===== config.mk =====
export PLATFORM = sky130hd
export DESIGN_NAME = i2c_tgt_defer
export DESIGN_NICKNAME = d
export VERILOG_FILES = /design/src/rtl/i2c_tgt_pkg.sv /design/src/rtl/i2c_tgt_filter.sv /design/src/rtl/i2c_tgt_events.sv /design/src/rtl/i2c_tgt_engine.sv /design/src/rtl/i2c_tgt_defer.sv
export SDC_FILE = /design/constraint.sdc
export NUM_CORES = 1
export LEC_CHECK = 0
export BUFFER_PORTS_ARGS = -buffer_cell sky130_fd_sc_hd__buf_2
export CORE_AREA = 3 3 85 119
export CTS_BUF_LIST = sky130_fd_sc_hd__clkbuf_8
export DETAILED_ROUTE_END_ITERATION = 16
export DIE_AREA = 0 0 88 122
export PLACE_DENSITY_LB_ADDON = 0.12
export SYNTH_ARGS = -nofsm -noshare
export SYNTH_HDL_FRONTEND = slang
export SYNTH_HIERARCHICAL = 1
export SYNTH_SLANG_ARGS = --single-unit

===== constraint.sdc =====
create_clock -name clk -period 2 [get_ports clk]
set_input_delay 0.2 -clock clk [delete_from_list [all_inputs] [get_ports clk]]
set_output_delay 0.2 -clock clk [all_outputs]
set_load 0.02 [all_outputs]

===== src/rtl/i2c_tgt_pkg.sv =====
package i2c_tgt_pkg;

    localparam int BYTE_W = 8;
    localparam int ADDR_W = 7;
    localparam int REG_W  = 3;

    // host register offsets
    localparam logic [REG_W-1:0] REG_OWN  = 3'd0;
    localparam logic [REG_W-1:0] REG_CTRL = 3'd1;
    localparam logic [REG_W-1:0] REG_RX   = 3'd2;
    localparam logic [REG_W-1:0] REG_TX   = 3'd3;
    localparam logic [REG_W-1:0] REG_DEC  = 3'd4;
    localparam logic [REG_W-1:0] REG_STAT = 3'd5;

    // status bit positions
    localparam int SB_HIT  = 0;
    localparam int SB_DIR  = 1;
    localparam int SB_RXF  = 2;
    localparam int SB_TXN  = 3;
    localparam int SB_NACK = 4;
    localparam int SB_STOP = 5;
    localparam int SB_WAIT = 6;

    typedef enum logic [3:0] {
        ST_IDLE,
        ST_ADDR,
        ST_ADDR_END,
        ST_ADDR_ACK,
        ST_RX,
        ST_RX_END,
        ST_RX_HOLD,
        ST_RX_ACK,
        ST_TX_LOAD,
        ST_TX,
        ST_TX_ACK,
        ST_TX_ACK_END,
        ST_WAIT_STOP
    } tgt_state_e;

    typedef struct packed {
        logic scl;
        logic sda;
        logic scl_rise;
        logic scl_fall;
        logic start;
        logic stop;
    } bus_ev_t;

    typedef struct packed {
        logic addr_hit;
        logic dir_rd;
        logic rx_done;
        logic nack_rx;
        logic stop_seen;
        logic restart;
    } eng_evt_t;

    function automatic logic majority3(input logic [2:0] s);
        return (s[0] & s[1]) | (s[0] & s[2]) | (s[1] & s[2]);
    endfunction

endpackage


===== src/rtl/i2c_tgt_filter.sv =====
module i2c_tgt_filter
    import i2c_tgt_pkg::*;
#(
    parameter int SYNC_STAGES = 2
) (
    input  logic clk,
    input  logic rst,
    input  logic line_in,
    output logic line_out
);

    logic [SYNC_STAGES-1:0] sync_q;
    logic [2:0]             win_q;

    always_ff @(posedge clk) begin
        if (rst) begin
            sync_q   <= '1;
            win_q    <= '1;
            line_out <= 1'b1;
        end else begin
            sync_q   <= {sync_q[SYNC_STAGES-2:0], line_in};
            win_q    <= {win_q[1:0], sync_q[SYNC_STAGES-1]};
            line_out <= majority3(win_q);
        end
    end

endmodule


===== src/rtl/i2c_tgt_events.sv =====
module i2c_tgt_events
    import i2c_tgt_pkg::*;
(
    input  logic    clk,
    input  logic    rst,
    input  logic    scl_f,
    input  logic    sda_f,
    output bus_ev_t ev
);

    logic scl_q;
    logic sda_q;

    always_ff @(posedge clk) begin
        if (rst) begin
            scl_q <= 1'b1;
            sda_q <= 1'b1;
        end else begin
            scl_q <= scl_f;
            sda_q <= sda_f;
        end
    end

    always_comb begin
        ev.scl      = scl_f;
        ev.sda      = sda_f;
        ev.scl_rise = scl_f & ~scl_q;
        ev.scl_fall = ~scl_f & scl_q;
        ev.start    = scl_f & scl_q & ~sda_f & sda_q;
        ev.stop     = scl_f & scl_q & sda_f & ~sda_q;
    end

endmodule


===== src/rtl/i2c_tgt_engine.sv =====
module i2c_tgt_engine
    import i2c_tgt_pkg::*;
#(
    parameter int SETUP_CYC = 4
) (
    input  logic              clk,
    input  logic              rst,
    input  bus_ev_t           ev,
    input  logic [ADDR_W-1:0] own_addr,
    input  logic              manual_en,
    input  logic              tx_valid,
    input  logic [BYTE_W-1:0] tx_byte,
    input  logic              dec_we,
    input  logic              dec_nack,
    output logic              sda_pull,
    output logic              scl_pull,
    output logic              tx_take,
    output logic [BYTE_W-1:0] rx_byte,
    output eng_evt_t          evt,
    output logic              hold_wait,
    output logic              tx_need
);

    localparam int RC_W  = $clog2(SETUP_CYC + 1);
    localparam int CNT_W = $clog2(BYTE_W);

    tgt_state_e        state;
    logic [BYTE_W-1:0] shreg;
    logic [CNT_W-1:0]  cnt;
    logic              read_q;
    logic              nack_q;
    logic              mack_q;
    logic              rel_pend;
    logic [RC_W-1:0]   rel_cnt;

    always_ff @(posedge clk) begin
        if (rst) begin
            state    <= ST_IDLE;
            shreg    <= '0;
            cnt      <= '0;
            read_q   <= 1'b0;
            nack_q   <= 1'b0;
            mack_q   <= 1'b0;
            rel_pend <= 1'b0;
            rel_cnt  <= '0;
            sda_pull <= 1'b0;
            scl_pull <= 1'b0;
            tx_take  <= 1'b0;
            rx_byte  <= '0;
            evt      <= '0;
        end else begin
            evt     <= '0;
            tx_take <= 1'b0;
            // delayed SCL release gives SDA setup time before the clock rises
            if (rel_pend) begin
                if (rel_cnt == '0) begin
                    scl_pull <= 1'b0;
                    rel_pend <= 1'b0;
                end else begin
                    rel_cnt <= rel_cnt - 1'b1;
                end
            end
            if (ev.stop) begin
                state          <= ST_IDLE;
                sda_pull       <= 1'b0;
                scl_pull       <= 1'b0;
                rel_pend       <= 1'b0;
                evt.stop_seen  <= 1'b1;
            end else if (ev.start) begin
                state       <= ST_ADDR;
                cnt         <= '0;
                sda_pull    <= 1'b0;
                scl_pull    <= 1'b0;
                rel_pend    <= 1'b0;
                evt.restart <= 1'b1;
            end else begin
                case (state)
                    ST_ADDR, ST_RX: begin
                        if (ev.scl_rise) begin
                            shreg <= {shreg[BYTE_W-2:0], ev.sda};
                            cnt   <= cnt + 1'b1;
                            if (cnt == CNT_W'(BYTE_W - 1))
                                state <= (state == ST_ADDR) ? ST_ADDR_END : ST_RX_END;
                        end
                    end
                    ST_ADDR_END: begin
                        if (ev.scl_fall) begin
                            if (shreg[BYTE_W-1:1] == own_addr) begin
                                sda_pull     <= 1'b1;
                                read_q       <= shreg[0];
                                evt.addr_hit <= 1'b1;
                                evt.dir_rd   <= shreg[0];
                                state        <= ST_ADDR_ACK;
                            end else begin
                                state <= ST_WAIT_STOP;
                            end
                        end
                    end
                    ST_ADDR_ACK: begin
                        if (ev.scl_fall) begin
                            sda_pull <= 1'b0;
                            cnt      <= '0;
                            state    <= read_q ? ST_TX_LOAD : ST_RX;
                        end
                    end
                    ST_RX_END: begin
                        if (ev.scl_fall) begin
                            rx_byte     <= shreg;
                            evt.rx_done <= 1'b1;
                            if (manual_en) begin
                                scl_pull <= 1'b1;
                                state    <= ST_RX_HOLD;
                            end else begin
                                sda_pull <= 1'b1;
                                nack_q   <= 1'b0;
                                state    <= ST_RX_ACK;
                            end
                        end
                    end
                    ST_RX_HOLD: begin
                        if (dec_we) begin
                            sda_pull <= ~dec_nack;
                            nack_q   <= dec_nack;
                            rel_pend <= 1'b1;
                            rel_cnt  <= RC_W'(SETUP_CYC);
                            state    <= ST_RX_ACK;
                        end
                    end
                    ST_RX_ACK: begin
                        if (ev.scl_fall) begin
                            sda_pull <= 1'b0;
                            cnt      <= '0;
                            state    <= nack_q ? ST_WAIT_STOP : ST_RX;
                        end
                    end
                    ST_TX_LOAD: begin
                        if (tx_valid) begin
                            shreg    <= tx_byte;
                            sda_pull <= ~tx_byte[BYTE_W-1];
                            tx_take  <= 1'b1;
                            cnt      <= '0;
                            rel_pend <= 1'b1;
                            rel_cnt  <= RC_W'(SETUP_CYC);
                            state    <= ST_TX;
                        end else begin
                            scl_pull <= 1'b1;
                        end
                    end
                    ST_TX: begin
                        if (ev.scl_fall) begin
                            if (cnt == CNT_W'(BYTE_W - 1)) begin
                                sda_pull <= 1'b0;
                                state    <= ST_TX_ACK;
                            end else begin
                                shreg    <= {shreg[BYTE_W-2:0], 1'b0};
                                sda_pull <= ~shreg[BYTE_W-2];
                                cnt      <= cnt + 1'b1;
                            end
                        end
                    end
                    ST_TX_ACK: begin
                        if (ev.scl_rise) begin
                            mack_q <= ~ev.sda;
                            state  <= ST_TX_ACK_END;
                        end
                    end
                    ST_TX_ACK_END: begin
                        if (ev.scl_fall) begin
                            if (mack_q) begin
                                state <= ST_TX_LOAD;
                            end else begin
                                evt.nack_rx <= 1'b1;
                                state       <= ST_WAIT_STOP;
                            end
                        end
                    end
                    ST_IDLE, ST_WAIT_STOP: ;
                    default: state <= ST_IDLE;
                endcase
            end
        end
    end

    assign hold_wait = (state == ST_RX_HOLD);
    assign tx_need   = (state == ST_TX_LOAD) && !tx_valid;

    AST_HOLD_KEEPS_SCL: assert property (@(posedge clk) disable iff (rst)
        (state == ST_RX_HOLD) |-> scl_pull);
    AST_MISS_NO_DRIVE: assert property (@(posedge clk) disable iff (rst)
        (state == ST_WAIT_STOP) |-> !sda_pull);
    AST_SDA_ONLY_SCL_LOW: assert property (@(posedge clk) disable iff (rst)
        ($past(ev.scl) && ev.scl && !$past(ev.start) && !$past(ev.stop))
        |-> $stable(sda_pull));
    AST_STOP_RELEASES: assert property (@(posedge clk) disable iff (rst)
        ev.stop |=> (state == ST_IDLE && !sda_pull && !scl_pull));
    AST_RESTART_ADDR: assert property (@(posedge clk) disable iff (rst)
        (ev.start && !ev.stop) |=> (state == ST_ADDR));

endmodule


===== src/rtl/i2c_tgt_defer.sv =====
module i2c_tgt_defer
    import i2c_tgt_pkg::*;
#(
    parameter logic [6:0] DEFAULT_ADDR = 7'h50,
    parameter int         SYNC_STAGES  = 2,
    parameter int         SETUP_CYC    = 4
) (
    input  logic       clk,
    input  logic       rst,
    input  logic       scl_in,
    input  logic       sda_in,
    output logic       scl_pull,
    output logic       sda_pull,
    input  logic       host_we,
    input  logic [2:0] host_addr,
    input  logic [7:0] host_wdata,
    output logic [7:0] host_rdata
);

    localparam int NLINES = 2;

    logic [NLINES-1:0] raw_lines;
    logic [NLINES-1:0] filt_lines;

    assign raw_lines = {sda_in, scl_in};

    for (genvar gi = 0; gi < NLINES; gi++) begin : g_filt
        i2c_tgt_filter #(.SYNC_STAGES(SYNC_STAGES)) u_filt (
            .clk      (clk),
            .rst      (rst),
            .line_in  (raw_lines[gi]),
            .line_out (filt_lines[gi])
        );
    end

    bus_ev_t ev;

    i2c_tgt_events u_events (
        .clk   (clk),
        .rst   (rst),
        .scl_f (filt_lines[0]),
        .sda_f (filt_lines[1]),
        .ev    (ev)
    );

    logic [ADDR_W-1:0] own_addr_q;
    logic              manual_q;
    logic [BYTE_W-1:0] tx_byte_q;
    logic              tx_valid_q;
    logic              hit_q, dir_q, rxf_q, nack_q, stop_q;
    logic              tx_take, hold_wait, tx_need;
    logic [BYTE_W-1:0] rx_byte;
    eng_evt_t          evt;

    wire wr_own  = host_we && (host_addr == REG_OWN);
    wire wr_ctrl = host_we && (host_addr == REG_CTRL);
    wire wr_tx   = host_we && (host_addr == REG_TX);
    wire wr_dec  = host_we && (host_addr == REG_DEC);
    wire wr_stat = host_we && (host_addr == REG_STAT);

    i2c_tgt_engine #(.SETUP_CYC(SETUP_CYC)) u_engine (
        .clk       (clk),
        .rst       (rst),
        .ev        (ev),
        .own_addr  (own_addr_q),
        .manual_en (manual_q),
        .tx_valid  (tx_valid_q),
        .tx_byte   (tx_byte_q),
        .dec_we    (wr_dec),
        .dec_nack  (host_wdata[0]),
        .sda_pull  (sda_pull),
        .scl_pull  (scl_pull),
        .tx_take   (tx_take),
        .rx_byte   (rx_byte),
        .evt       (evt),
        .hold_wait (hold_wait),
        .tx_need   (tx_need)
    );

    always_ff @(posedge clk) begin
        if (rst) begin
            own_addr_q <= DEFAULT_ADDR;
            manual_q   <= 1'b0;
            tx_byte_q  <= '0;
            tx_valid_q <= 1'b0;
            hit_q      <= 1'b0;
            dir_q      <= 1'b0;
            rxf_q      <= 1'b0;
            nack_q     <= 1'b0;
            stop_q     <= 1'b0;
        end else begin
            if (wr_own)  own_addr_q <= host_wdata[ADDR_W-1:0];
            if (wr_ctrl) manual_q   <= host_wdata[0];
            if (tx_take) tx_valid_q <= 1'b0;
            if (wr_tx) begin
                tx_byte_q  <= host_wdata;
                tx_valid_q <= 1'b1;
            end
            if (evt.restart || evt.stop_seen) begin
                hit_q <= 1'b0;
                dir_q <= 1'b0;
            end
            if (evt.addr_hit) begin
                hit_q <= 1'b1;
                dir_q <= evt.dir_rd;
            end
            if (wr_stat && host_wdata[SB_RXF])  rxf_q  <= 1'b0;
            if (wr_stat && host_wdata[SB_NACK]) nack_q <= 1'b0;
            if (wr_stat && host_wdata[SB_STOP]) stop_q <= 1'b0;
            if (evt.rx_done)   rxf_q  <= 1'b1;
            if (evt.nack_rx)   nack_q <= 1'b1;
            if (evt.stop_seen) stop_q <= 1'b1;
        end
    end

    logic [7:0] status;

    always_comb begin
        status          = '0;
        status[SB_HIT]  = hit_q;
        status[SB_DIR]  = dir_q;
        status[SB_RXF]  = rxf_q;
        status[SB_TXN]  = tx_need;
        status[SB_NACK] = nack_q;
        status[SB_STOP] = stop_q;
        status[SB_WAIT] = hold_wait;
    end

    always_comb begin
        case (host_addr)
            REG_OWN:  host_rdata = {1'b0, own_addr_q};
            REG_CTRL: host_rdata = {7'b0, manual_q};
            REG_RX:   host_rdata = rx_byte;
            REG_TX:   host_rdata = tx_byte_q;
            REG_STAT: host_rdata = status;
            default:  host_rdata = '0;
        endcase
    end

    AST_STOP_FLAG_STICKY: assert property (@(posedge clk) disable iff (rst)
        (stop_q && !(wr_stat && host_wdata[SB_STOP])) |=> stop_q);
    AST_TX_NEED_STRETCH: assert property (@(posedge clk) disable iff (rst)
        (tx_need && $past(tx_need)) |-> scl_pull);

endmodule


==> results of run 1 <==
sequential cells by signal, summed over array words and instances, names as in the netlist, 2 cells and up:
register                count
g_filt.u_filt/line_out      2
g_filt.u_filt/sync_q        4
g_filt.u_filt/win_q         6
own_addr_q                  7
tx_byte_q                   8
u_engine/cnt                3
u_engine/evt                6
u_engine/rel_cnt            3
u_engine/rx_byte            8
u_engine/shreg              8
u_engine/state              4
metrics by stage:
step                      cell area, sq um  setup slack [ps]  hold slack [ps]  util, %
after global routing                  4600             -15.4             15.8     50.7
after CTS                             4570             -8.32             1.35     50.3
after floorplan                       3880              7.55              294        -
after detailed placement              4280              51.3              382     47.1
after global placement                4280              81.5              382     47.1
final                                 4600              52.6             33.1     50.7
placed cells by master (no fill, tap or decap), types with 4 or more instances in the layout:
| cell | n |
|---|---|
| a21oi_1 | 19 |
| a311oi_1 | 9 |
| a31oi_1 | 4 |
| buf_2 | 24 |
| buf_4 | 45 |
| clkbuf_8 | 9 |
| dfxtp_1 | 71 |
| dfxtp_4 | 4 |
| ha_1 | 4 |
| inv_1 | 8 |
| mux2i_1 | 28 |
| nand2_1 | 48 |
| nand2b_1 | 10 |
| nand3_1 | 5 |
| nand3b_1 | 5 |
| nand4_1 | 5 |
| nor2_1 | 50 |
| nor2b_1 | 7 |
| nor3_1 | 14 |
| nor3b_1 | 4 |
| o211ai_1 | 5 |
| o21ai_0 | 4 |
| or2_1 | 13 |
| or3_1 | 4 |
| or3b_1 | 4 |
| xnor2_1 | 10 |
critical path, cell delays in order (launching register included):
cell,delay (ps)
dfxtp_4,350
or4b_4,550
nor2_4,120
nand4b_1,130
o221ai_2,80
buf_4,160
worst min-delay path by stage:
stage	from	end
3_3_place_gp	scl_in	g_filt[0].u_filt/sync_q[0]$_SDFF_PP1_
3_5_place_dp	scl_in	g_filt[0].u_filt/sync_q[0]$_SDFF_PP1_
4_1_cts	sda_in	g_filt[1].u_filt/sync_q[0]$_SDFF_PP1_
2_1_floorplan	rst	own_addr_q[4]$_SDFFE_PP1P_
5_1_grt	sda_in	g_filt[1].u_filt/sync_q[0]$_SDFF_PP1_
6_report	sda_in	g_filt[1].u_filt/sync_q[0]$_SDFF_PP1_
metal layers:
layer	wire, um	vias up
met4	148	0
met3	350	8
met1	4410	1558
met2	5310	67
li1	-	1660
met5	0	-
power breakdown:
| group | internal, uW | switching, uW |
|---|---|---|
| sequential | 1610 | 113 |
| clock | 690 | 572 |
| combinational | 762 | 808 |
final cells by class:
cell class,instances,area [sq um]
Clock buffer,9,124
Timing Repair Buffer,72,508
Tap cell,107,134
Sequential cell,75,1520
Clock inverter,6,82.6
Inverter,8,30.0
Fill cell,860,4480
Multi-Input combinational cell,323,2210
what timing repair did:
item                                    4_1_cts  5_1_grt
hold endpoints to repair                      1        0
hold buffers                                  1        0
pin swaps                                     2        3
gates resized for setup                      12        7
buffers inserted                              6        1
gates cloned                                  0        0
endpoints found under the setup margin        2        6
==> results.md, run 1 <==
* Total negative slack at 0 ps
* Starting density of the core at 42.7%
* Core ar. at between 0.009 and 0.01 sq mm
* Pin count of the biggest net entering global routing at 63
* Clock sink count at 75
* Lkg Pwr at between 0.0015 and 0.002 uW
* Clock Latency Late Sink at 350 ps
* Area grow syn2layout at 18.6%
* Ports at 26
* Clk_skew at approximately 11 ps
* Power Total at 4550 uW
* Slew Viols, Final at 0
* PD cells at 989 mW/mm^2
* Crit path capture: host_rdata[3]
* Input/output buffers at 25
* Tcrit/Tclk final at about 97%
* GRT met2 Usage at 34.0%
* First-pass DRT Iterations at 5
* Final Non-Filler Cells at 600
* Routability cong. at 0.880
* Worst Tran Pin Value at around 530 ps
* RSZ-0062 raised after global routing: yes
* Maximum VDD drop at between 0.5 and 0.6 mV
* Die H at 122 um
* Synth Area per Inst at 8.88 sq um
* Slew headroom at between 60 and 70%
* Drt wl/cell at 17.0 um
* Worst-case clock buffer depth at 2
* End of the worst register-to-register path: u_engine/state[1]$_SDFFE_PP0P_
* CTS H-Tree Depth at 3
* Total number of vias at 3293
* DR iter-0 viols at 128
* Worst Path Required at 1800 ps
* Met3 Use GR at 3.86%
* Global-route wire length before repair at ~16000 um
* Total CTS buffers at 9
* Placed insts at 577
* Remaining Overflow, GRT at 0
* CTS tree: yes
* Final nets at 510
* M1 GR Usage at a little under a quarter
* GR Util All Layers at 19.5%
* Syn Nets at 458
* Row count at 41
* Status: finished, final reports clean
* CP endpoint kind: primary output
* Clock Pin Slew Worst Setup and Hold Paths at 70 ps
* Drt drc at 0
* Post-layout minimum cycle time at 1950 ps
* F_max at 514 MHz
* Hold Crit Depth at 2
* Busiest layer in global routing: met2
* CP Data Arrival Time at 1750 ps
* Chip width at 88 um
* DP Wirelength at 7390 um
* R2r setup slk at ~100 ps
* Fin. Hold Viols at 0
* Syn Std Cell Area at 0.00388 sq mm
* FF-to-FF path depth at 8
* Fraction of layout cells with a size suffix above 1 at 23.9%
* Post-Synthesis Cells at 437
* Number of global-route vias before repair at 3110
* Post-DRT Antenna Nets at 0
* Max Cap Violations at 0
* Initial antenna violation count at 0
* Setup crit start kind: flip-flop
* CTS root buf: clkbuf_8
* Yosys Warn Count at 6
* CP max FO at 4
* Die ar. at 0.0107 sq mm
* Wirelength, routed at 10200 um
* HP Class: in -> reg
* Setup crit start: u_engine/state[0]$_SDFFE_PP0P_
* Final Setup Violations at 0
* # diodes at 0
* R2R Path Start: u_engine/state[2]$_SDFFE_PP0P_
* Vias/cell at 5.49
* Kind of critical path: reg -> out
(Power assumes the default switching activity.)
==> run 2: changes to the inputs <==
--- a/config.mk
+++ b/config.mk
@@ -6,12 +6,11 @@
 export NUM_CORES = 1
 export LEC_CHECK = 0
 export BUFFER_PORTS_ARGS = -buffer_cell sky130_fd_sc_hd__buf_2
-export CORE_AREA = 3 3 85 119
+export CORE_AREA = 3 3 83 116
 export CTS_BUF_LIST = sky130_fd_sc_hd__clkbuf_8
 export DETAILED_ROUTE_END_ITERATION = 16
-export DIE_AREA = 0 0 88 122
+export DIE_AREA = 0 0 86 119
 export PLACE_DENSITY_LB_ADDON = 0.12
 export SYNTH_ARGS = -nofsm -noshare
 export SYNTH_HDL_FRONTEND = slang
-export SYNTH_HIERARCHICAL = 1
 export SYNTH_SLANG_ARGS = --single-unit
==> run 2 against run 1 <==
  * Power up 17%
  * Die area down 4.7%
  * Synthesized cell count down 3.4%
  * First-iteration DRC count up 24%
  * Design area down 1.0%
  * Critical path depth up 2
  * Synthesized area down 5.0%
  * Critical endpoint is now host_rdata[6]
==> results.md, run 2 <==
* Placed insts at 564 (-2.3%)
* Wirelength, routed at 10000 um (-2.1%)
* CP max FO at 8 (+4)
* F_max at 507 MHz (-1.3%)
* # diodes at 0 (unchanged)
* Max Cap Violations at 0 (unchanged)
* Most used DFF post-synth: dfxtp_1
* Most used cell, CP: buf_6
* Syn Nets at 443 (-3.3%)
* Final nets at 500 (-2.0%)
* Clock Latency Late Sink at 360 ps (about the same)
* Starting density of the core at 42.6% (-0.14 points)
* Input/output buffers at 25 (unchanged)
* Wire length on met3 at 292 um (-17%)
* Max Used Layer: met4
* Yosys reg bits at between 70 and 80
* Die ar. at 0.0102 sq mm (-4.7%)
* Post-layout util at 52.6% (+1.9 points)
* CP endpoint kind: primary output
* Wire length on met1 at 4230 um (-4.0%)
* Final hold slack at 22.4 ps (-10.7 ps)
* First-pass DRT Iterations at 4 (-1)
* Drt wl/cell at 17.0 um (-0.28%)
* Yosys Warn Count at 0 (-6)
* Most frequent cells in the layout: 69 x dfxtp_1, 49 x nor2_1, 41 x nand2_1, 39 x buf_4, 34 x mux2i_1
* Global-route wire length before repair at 15800 um (-0.35%)
* Tcrit/Tclk final at 98.7% (+1.3 points)
* Post-synthesis xor/xnor area fraction at under 10%
* CTS H-Tree Depth at 3 (unchanged)
* Routability cong. at 0.866 (-1.6%)
* Remaining Overflow, GRT at 0 (unchanged)
* HP Class: in -> reg
* Post-Synthesis Cells at 422 (-3.4%)
* PD cells at 1170 mW/mm^2 (+18%)
* Post-synth top area share at 40.7%
* RSZ-0062 raised after global routing: yes
* CP Data Arrival Time at 1770 ps (+20 ps)
* Total negative slack at 0 ps (unchanged)
* Core ar. at 0.00866 sq mm (-4.6%)
* CTS Hold Buffers Added at 0 (-1)
* DP Wirelength at 7180 um (-2.8%)
* Commonest non-fill, non-tap cell in the layout: dfxtp_1
* Slew Viols, Final at 0 (unchanged)
* Post-layout minimum cycle time at 1970 ps (+25.9 ps)
* Clock sink count at 75 (unchanged)
* Dominant cell type by area after synthesis: dfxtp_1
* GR Util All Layers at 20.0% (+0.58 points)
* Fraction of layout cells with a size suffix above 1 at 27.9% (+4.0 points)
* Worst-case clock buffer depth at 2 (unchanged)
* Cell breakdown of the critical path: buf_6 > nor4bb_4 > buf_4 > a22o_1 > nand2_1 > o21ai_2 > buf_6
* Synth unique cells at 58
* Top cells by count, synth: 75 x dfxtp_1, 49 x nor2_1, 41 x nand2_1, 34 x mux2i_1, 29 x a21oi_1
* Most common cell in the synthesized netlist: dfxtp_1
* CTS tree: yes
* Ports at 26 (unchanged)
* CP max-delay cell: dfxtp_4
* Chip width at 86 um (-2.3%)
* Pre-CTS WS at -130 ps (-181 ps)
* Clock Pin Slew Worst Setup and Hold Paths at 80 ps (about the same)
* Area grow syn2layout at 23.6%
* Share of flip-flops with an asynchronous set or reset at 0%
* Worst Tran Pin Value at 671 ps (+136 ps)
* Post-synth EDFFs at 0
* Maximum VDD drop at 0.590 mV (+4.2%)
* CTS root buf: clkbuf_8
* Final Setup Violations at 0 (unchanged)
* Status: finished, final reports clean
* Number of global-route vias before repair at 3079 (-1.0%)
* Post-DRT Antenna Nets at 0 (unchanged)
* Syn Std Cell Area at 0.00369 sq mm (-5.0%)
* CP max stage delay at 380 ps (-170 ps)
* Vias/cell at 5.44 (-0.92%)
* Final Non-Filler Cells at 589 (-1.8%)
* Multiplexer area fraction after synthesis at 12.0%
* Largest regs: tx_byte_q x8, u_engine.rx_byte x8, u_engine.shreg x8
* Lkg Pwr at 0.00184 uW (+1.8%)
* Drt drc at 0 (unchanged)
* Compound-Gate Fraction of Synth Area at approximately 15%
* Total CTS buffers at 9 (unchanged)
* Worst Path Required at 1800 ps (about the same)
* Clk_skew at 10.4 ps (-0.572 ps)
* Initial antenna violation count at 0 (unchanged)
* Post-synthesis sequential area ratio at 40.7%
* Kind of critical path: reg -> out
* Total number of vias at 3203 (-2.7%)
* Row count at 40 (-2.4%)
* Setup crit start kind: flip-flop
* Worst setup margin at 26.8 ps (-25.9 ps)
* Fin. Hold Viols at 0 (unchanged)
* Top cells by area, synth: dfxtp_1 41%, mux2i_1 9.2%, nor2_1 5.0%
* Area share of and/or/nand/nor cells after synthesis at 23.9%
* Slew headroom at 55.3% (-8.9 points)
* Die H at 119 um (-2.5%)
* WL met2 at 5150 um (-3.0%)
* Pin count of the biggest net entering global routing at 36 (-43%)
* DR iter-0 viols at 159 (+24%)
* Synth Area per Inst at 8.74 sq um (-1.6%)
* Main combinational cell family by area after synthesis: simple AND/OR/NAND/NOR gates
* Adder-cell share of the synthesized area at 1.70%
run 2: power breakdown:
| group | switching [uW] | internal [uW] | total [uW] |
|---|---|---|---|
| registers | 122 | 1610 | 1730 |
| clock network | 577 | 738 | 1320 |
| logic | 1140 | 1140 | 2280 |
| total | 1840 | 3490 | 5330 |
run 2: worst max-delay path: cells and delay by family, from the launching register on:
family          cells  cell delay, ps
buf+inv             3             460
flops               1             380
simple gates        2             360
compound gates      2             210
run 2: cell families (layout without fill, tap and decap cells):
group | after synthesis | in the layout
fa+ha+maj | 5 | 5
flops | 75 | 75
simple gates | 171 | 171
xor+xnor | 10 | 10
mux | 42 | 42
buf+inv | 36 | 98
compound gates | 83 | 83
run 2: worst paths after layout:
path                            depth (start not counted)  slack, ps                                   from                                    end
worst min-delay path                                    2         20                                 sda_in  g_filt[1].u_filt.sync_q[0]$_SDFF_PP1_
worst min register to register                          1        410  g_filt[1].u_filt.sync_q[1]$_SDFF_PP1_   g_filt[1].u_filt.win_q[0]$_SDFF_PP1_
worst max-delay path                                    7         30         u_engine.state[0]$_SDFFE_PP0P_                          host_rdata[6]
worst max register to register                          7         50           u_engine.cnt[1]$_SDFFE_PP0P_         u_engine.shreg[5]$_SDFFE_PP0P_
run 2: metal layers:
layer | GRT usage [%] | vias up
li1 | - | 1607
met1 | 23.8 | 1509
met2 | 34.3 | 61
met3 | 3.39 | 26
met4 | 9.70 | 0
met5 | 0 | -
run 2: cell type report:
| type | instances | area [sq um] |
|---|---|---|
| clock buffer | 10 | 138 |
| clock inverter | 6 | 88.8 |
| fill | 838 | 4100 |
| inverter | 12 | 45.0 |
| multi-input combinational | 311 | 2140 |
| sequential | 75 | 1520 |
| tap | 105 | 131 |
| timing repair buffer | 70 | 498 |
run 2: per-stage QoR:
stage / total power [uW] / area [sq um]
detailed placement: 3670 / 4130
finish: 5330 / 4560
global placement: 3680 / 4130
CTS: 5100 / 4420
global route: 5610 / 4560
floorplan: 3060 / 3700
run 2: what timing repair did:
item,CTS,global route
pin swaps,5,12
setup endpoints to repair,23,15
buffers inserted,2,7
resized for setup,15,25
==> run 3: changes to the inputs <==
--- a/config.mk
+++ b/config.mk
@@ -6,10 +6,10 @@
 export NUM_CORES = 1
 export LEC_CHECK = 0
 export BUFFER_PORTS_ARGS = -buffer_cell sky130_fd_sc_hd__buf_2
-export CORE_AREA = 3 3 83 116
+export CORE_AREA = 2 2 82 115
 export CTS_BUF_LIST = sky130_fd_sc_hd__clkbuf_8
 export DETAILED_ROUTE_END_ITERATION = 16
-export DIE_AREA = 0 0 86 119
+export DIE_AREA = 0 0 84 117
 export PLACE_DENSITY_LB_ADDON = 0.12
 export SYNTH_ARGS = -nofsm -noshare
 export SYNTH_HDL_FRONTEND = slang
==> run 3 against run 2 <==
  * The run now ends with setup timing left
  * First-iteration DRC count is 30% higher
  * Register-to-register slack about the same
  * Routed wire length rose by 2.3%
  * Critical endpoint is now host_rdata[3]
==> results.md, run 3 (same netlist as run 2, synthesis figures left out) <==
* Status: finished with violations
* Failing checks: setup timing
* F_max at 496 MHz (-2.2%)
* Clock sink count at 75 (unchanged)
* Worst Path Required at 1800 ps (about the same)
* CP max stage delay at 370 ps (about the same)
* Final hold slack at 26.1 ps (+3.70 ps)
* Pin count of the biggest net entering global routing at 32 (-11%)
* Chip width at 84 um (-2.3%)
* Tcrit/Tclk final at 101% (+2.2 points)
* DR iter-0 viols at 206 (+30%)
* Final Setup Violations at 1 (+1)
* Ports at 26 (unchanged)
* Most frequent cells in the layout: 69 x dfxtp_1, 47 x nor2_1, 47 x buf_4, 41 x nand2_1, 34 x mux2i_1
* Area grow syn2layout at 26.5%
* Wirelength, routed at 10200 um (+2.3%)
* Fin. Hold Viols at 0 (unchanged)
* Die H at 117 um (-1.7%)
* RSZ-0062 raised after global routing: yes
* Row count at 41 (+2.5%)
* First-pass DRT Iterations at 4 (unchanged)
* Placed insts at 569 (+0.89%)
* Max Cap Violations at 0 (unchanged)
* Crit path buffers/inverters at 2 (-1)
* Routability cong. at 0.879 (+1.5%)
* CTS H-Tree Depth at 3 (unchanged)
* DP Wirelength at 7400 um (+3.1%)
* Post-layout minimum cycle time at 2020 ps (+43.5 ps)
* Commonest non-fill, non-tap cell in the layout: dfxtp_1
* Final nets at 507 (+1.4%)
* Worst Tran Pin Value at 602 ps (-69.3 ps)
* Starting density of the core at 41.5% (-1.0 points)
* Input/output buffers at 25 (unchanged)
* Largest regs: tx_byte_q x8, u_engine.rx_byte x8, u_engine.shreg x8
* CTS tree: yes
* Vias/cell at 5.44 (+0.12%)
* CTS root buf: clkbuf_8
* Drt wl/cell at 17.1 um (+0.77%)
* Setup crit start kind: flip-flop
* CP max FO at 5 (-3)
* Pre-CTS WS at -185 ps (-55.0 ps)
* Final Non-Filler Cells at 598 (+1.5%)
* Kind of critical path: reg -> out
* CP endpoint kind: primary output
* Remaining Overflow, GRT at 0 (unchanged)
* CP max-delay cell: dfxtp_4
* Worst-case clock buffer depth at 2 (unchanged)
* Initial antenna violation count at 0 (unchanged)
* Clk_skew at 22.4 ps (+12.1 ps)
* HP Class: in -> reg
* CP Data Arrival Time at 1820 ps (+50 ps)
* CP top delay family: simple AND/OR/NAND/NOR gates
* Total CTS buffers at 9 (unchanged)
* Slew Viols, Final at 0 (unchanged)
* Post-DRT Antenna Nets at 0 (unchanged)
* Total number of vias at 3256 (+1.7%)
* # diodes at 0 (unchanged)
* Clock Pin Slew Worst Setup and Hold Paths at 90 ps (about the same)
* Power Total at 5560 uW (+4.3%)
* Cell breakdown of the critical path: buf_12 > nor4b_4 > and2_4 > a22o_1 > nand2_1 > o21ai_1 > buf_4
* Lkg Pwr at 0.00189 uW (+2.9%)
* Die ar. at 0.00983 sq mm (-4.0%)
* Slew headroom at 59.9% (+4.6 points)
* Core ar. at 0.00887 sq mm (+2.5%)
* Total negative slack at -16.7 ps (-16.7 ps)
* Worst setup margin at -16.7 ps (-43.5 ps)
* Clock Latency Late Sink at 360 ps (about the same)
* Number of global-route vias before repair at 3167 (+2.9%)
* Global-route wire length before repair at 16100 um (+1.8%)
* PD cells at 1190 mW/mm^2 (+1.9%)
* Fraction of layout cells with a size suffix above 1 at 30.8% (+2.9 points)
* Maximum VDD drop at 0.606 mV (+2.7%)
* GR Util All Layers at 21.3% (+1.3 points)
* Drt drc at 0 (unchanged)
==> run 3: cell types whose count changed in the layout (fill, tap and decap cells not counted), sizes merged <==
| cell | change |
|---|---|
| buf | +6 |
| clkinv | +2 |
| clkinvlp | -1 |
==> run 3: power breakdown <==
part           internal, uW  switching (uW)  total (uW)
Clock                   700             579        1280
Sequential             1610             115        1720
Combinational          1340            1220        2560
==> run 3: per-stage QoR <==
stage          util (%)  instance area, sq um
3_3_place_gp       46.9                  4170
4_1_cts            51.1                  4530
5_1_grt            52.6                  4660
2_1_floorplan         -                  3700
3_5_place_dp       46.9                  4170
6_report           52.6                  4660
==> run 3: area by class of cell <==
type                            count  area (sq um)
Clock buffer                        9           124
Tap cell                          107           134
Clock inverter                      7          91.3
Sequential cell                    75          1520
Inverter                           12          45.0
Timing Repair Buffer               77           561
Multi-Input combinational cell    311          2190
Fill cell                         862          4210
==> run 3: worst paths after layout <==
check        slack, ps  cells after the start                               endpoint                             startpoint
max reg2reg         40                      8         u_engine.state[1]$_SDFFE_PP0P_           u_engine.cnt[0]$_SDFFE_PP0P_
min reg2reg        410                      1   g_filt[0].u_filt.win_q[0]$_SDFF_PP1_  g_filt[0].u_filt.sync_q[1]$_SDFF_PP1_
max                -20                      7                          host_rdata[3]         u_engine.state[0]$_SDFFE_PP0P_
min                 30                      2  g_filt[1].u_filt.sync_q[0]$_SDFF_PP1_                                 sda_in
==> run 3: timing repair <==
item                                    CTS  global route
hold buffers                              0             0
buffers inserted                         10             5
endpoints found under the setup margin   17            30
gates resized for setup                  20            26
pin swaps                                15            10
==> run 3: routing by layer <==
metal	global-route usage, %	routed length, um
met5	0	0
met4	12.9	412
met3	4.00	318
met2	37.5	5180
met1	24.1	4310
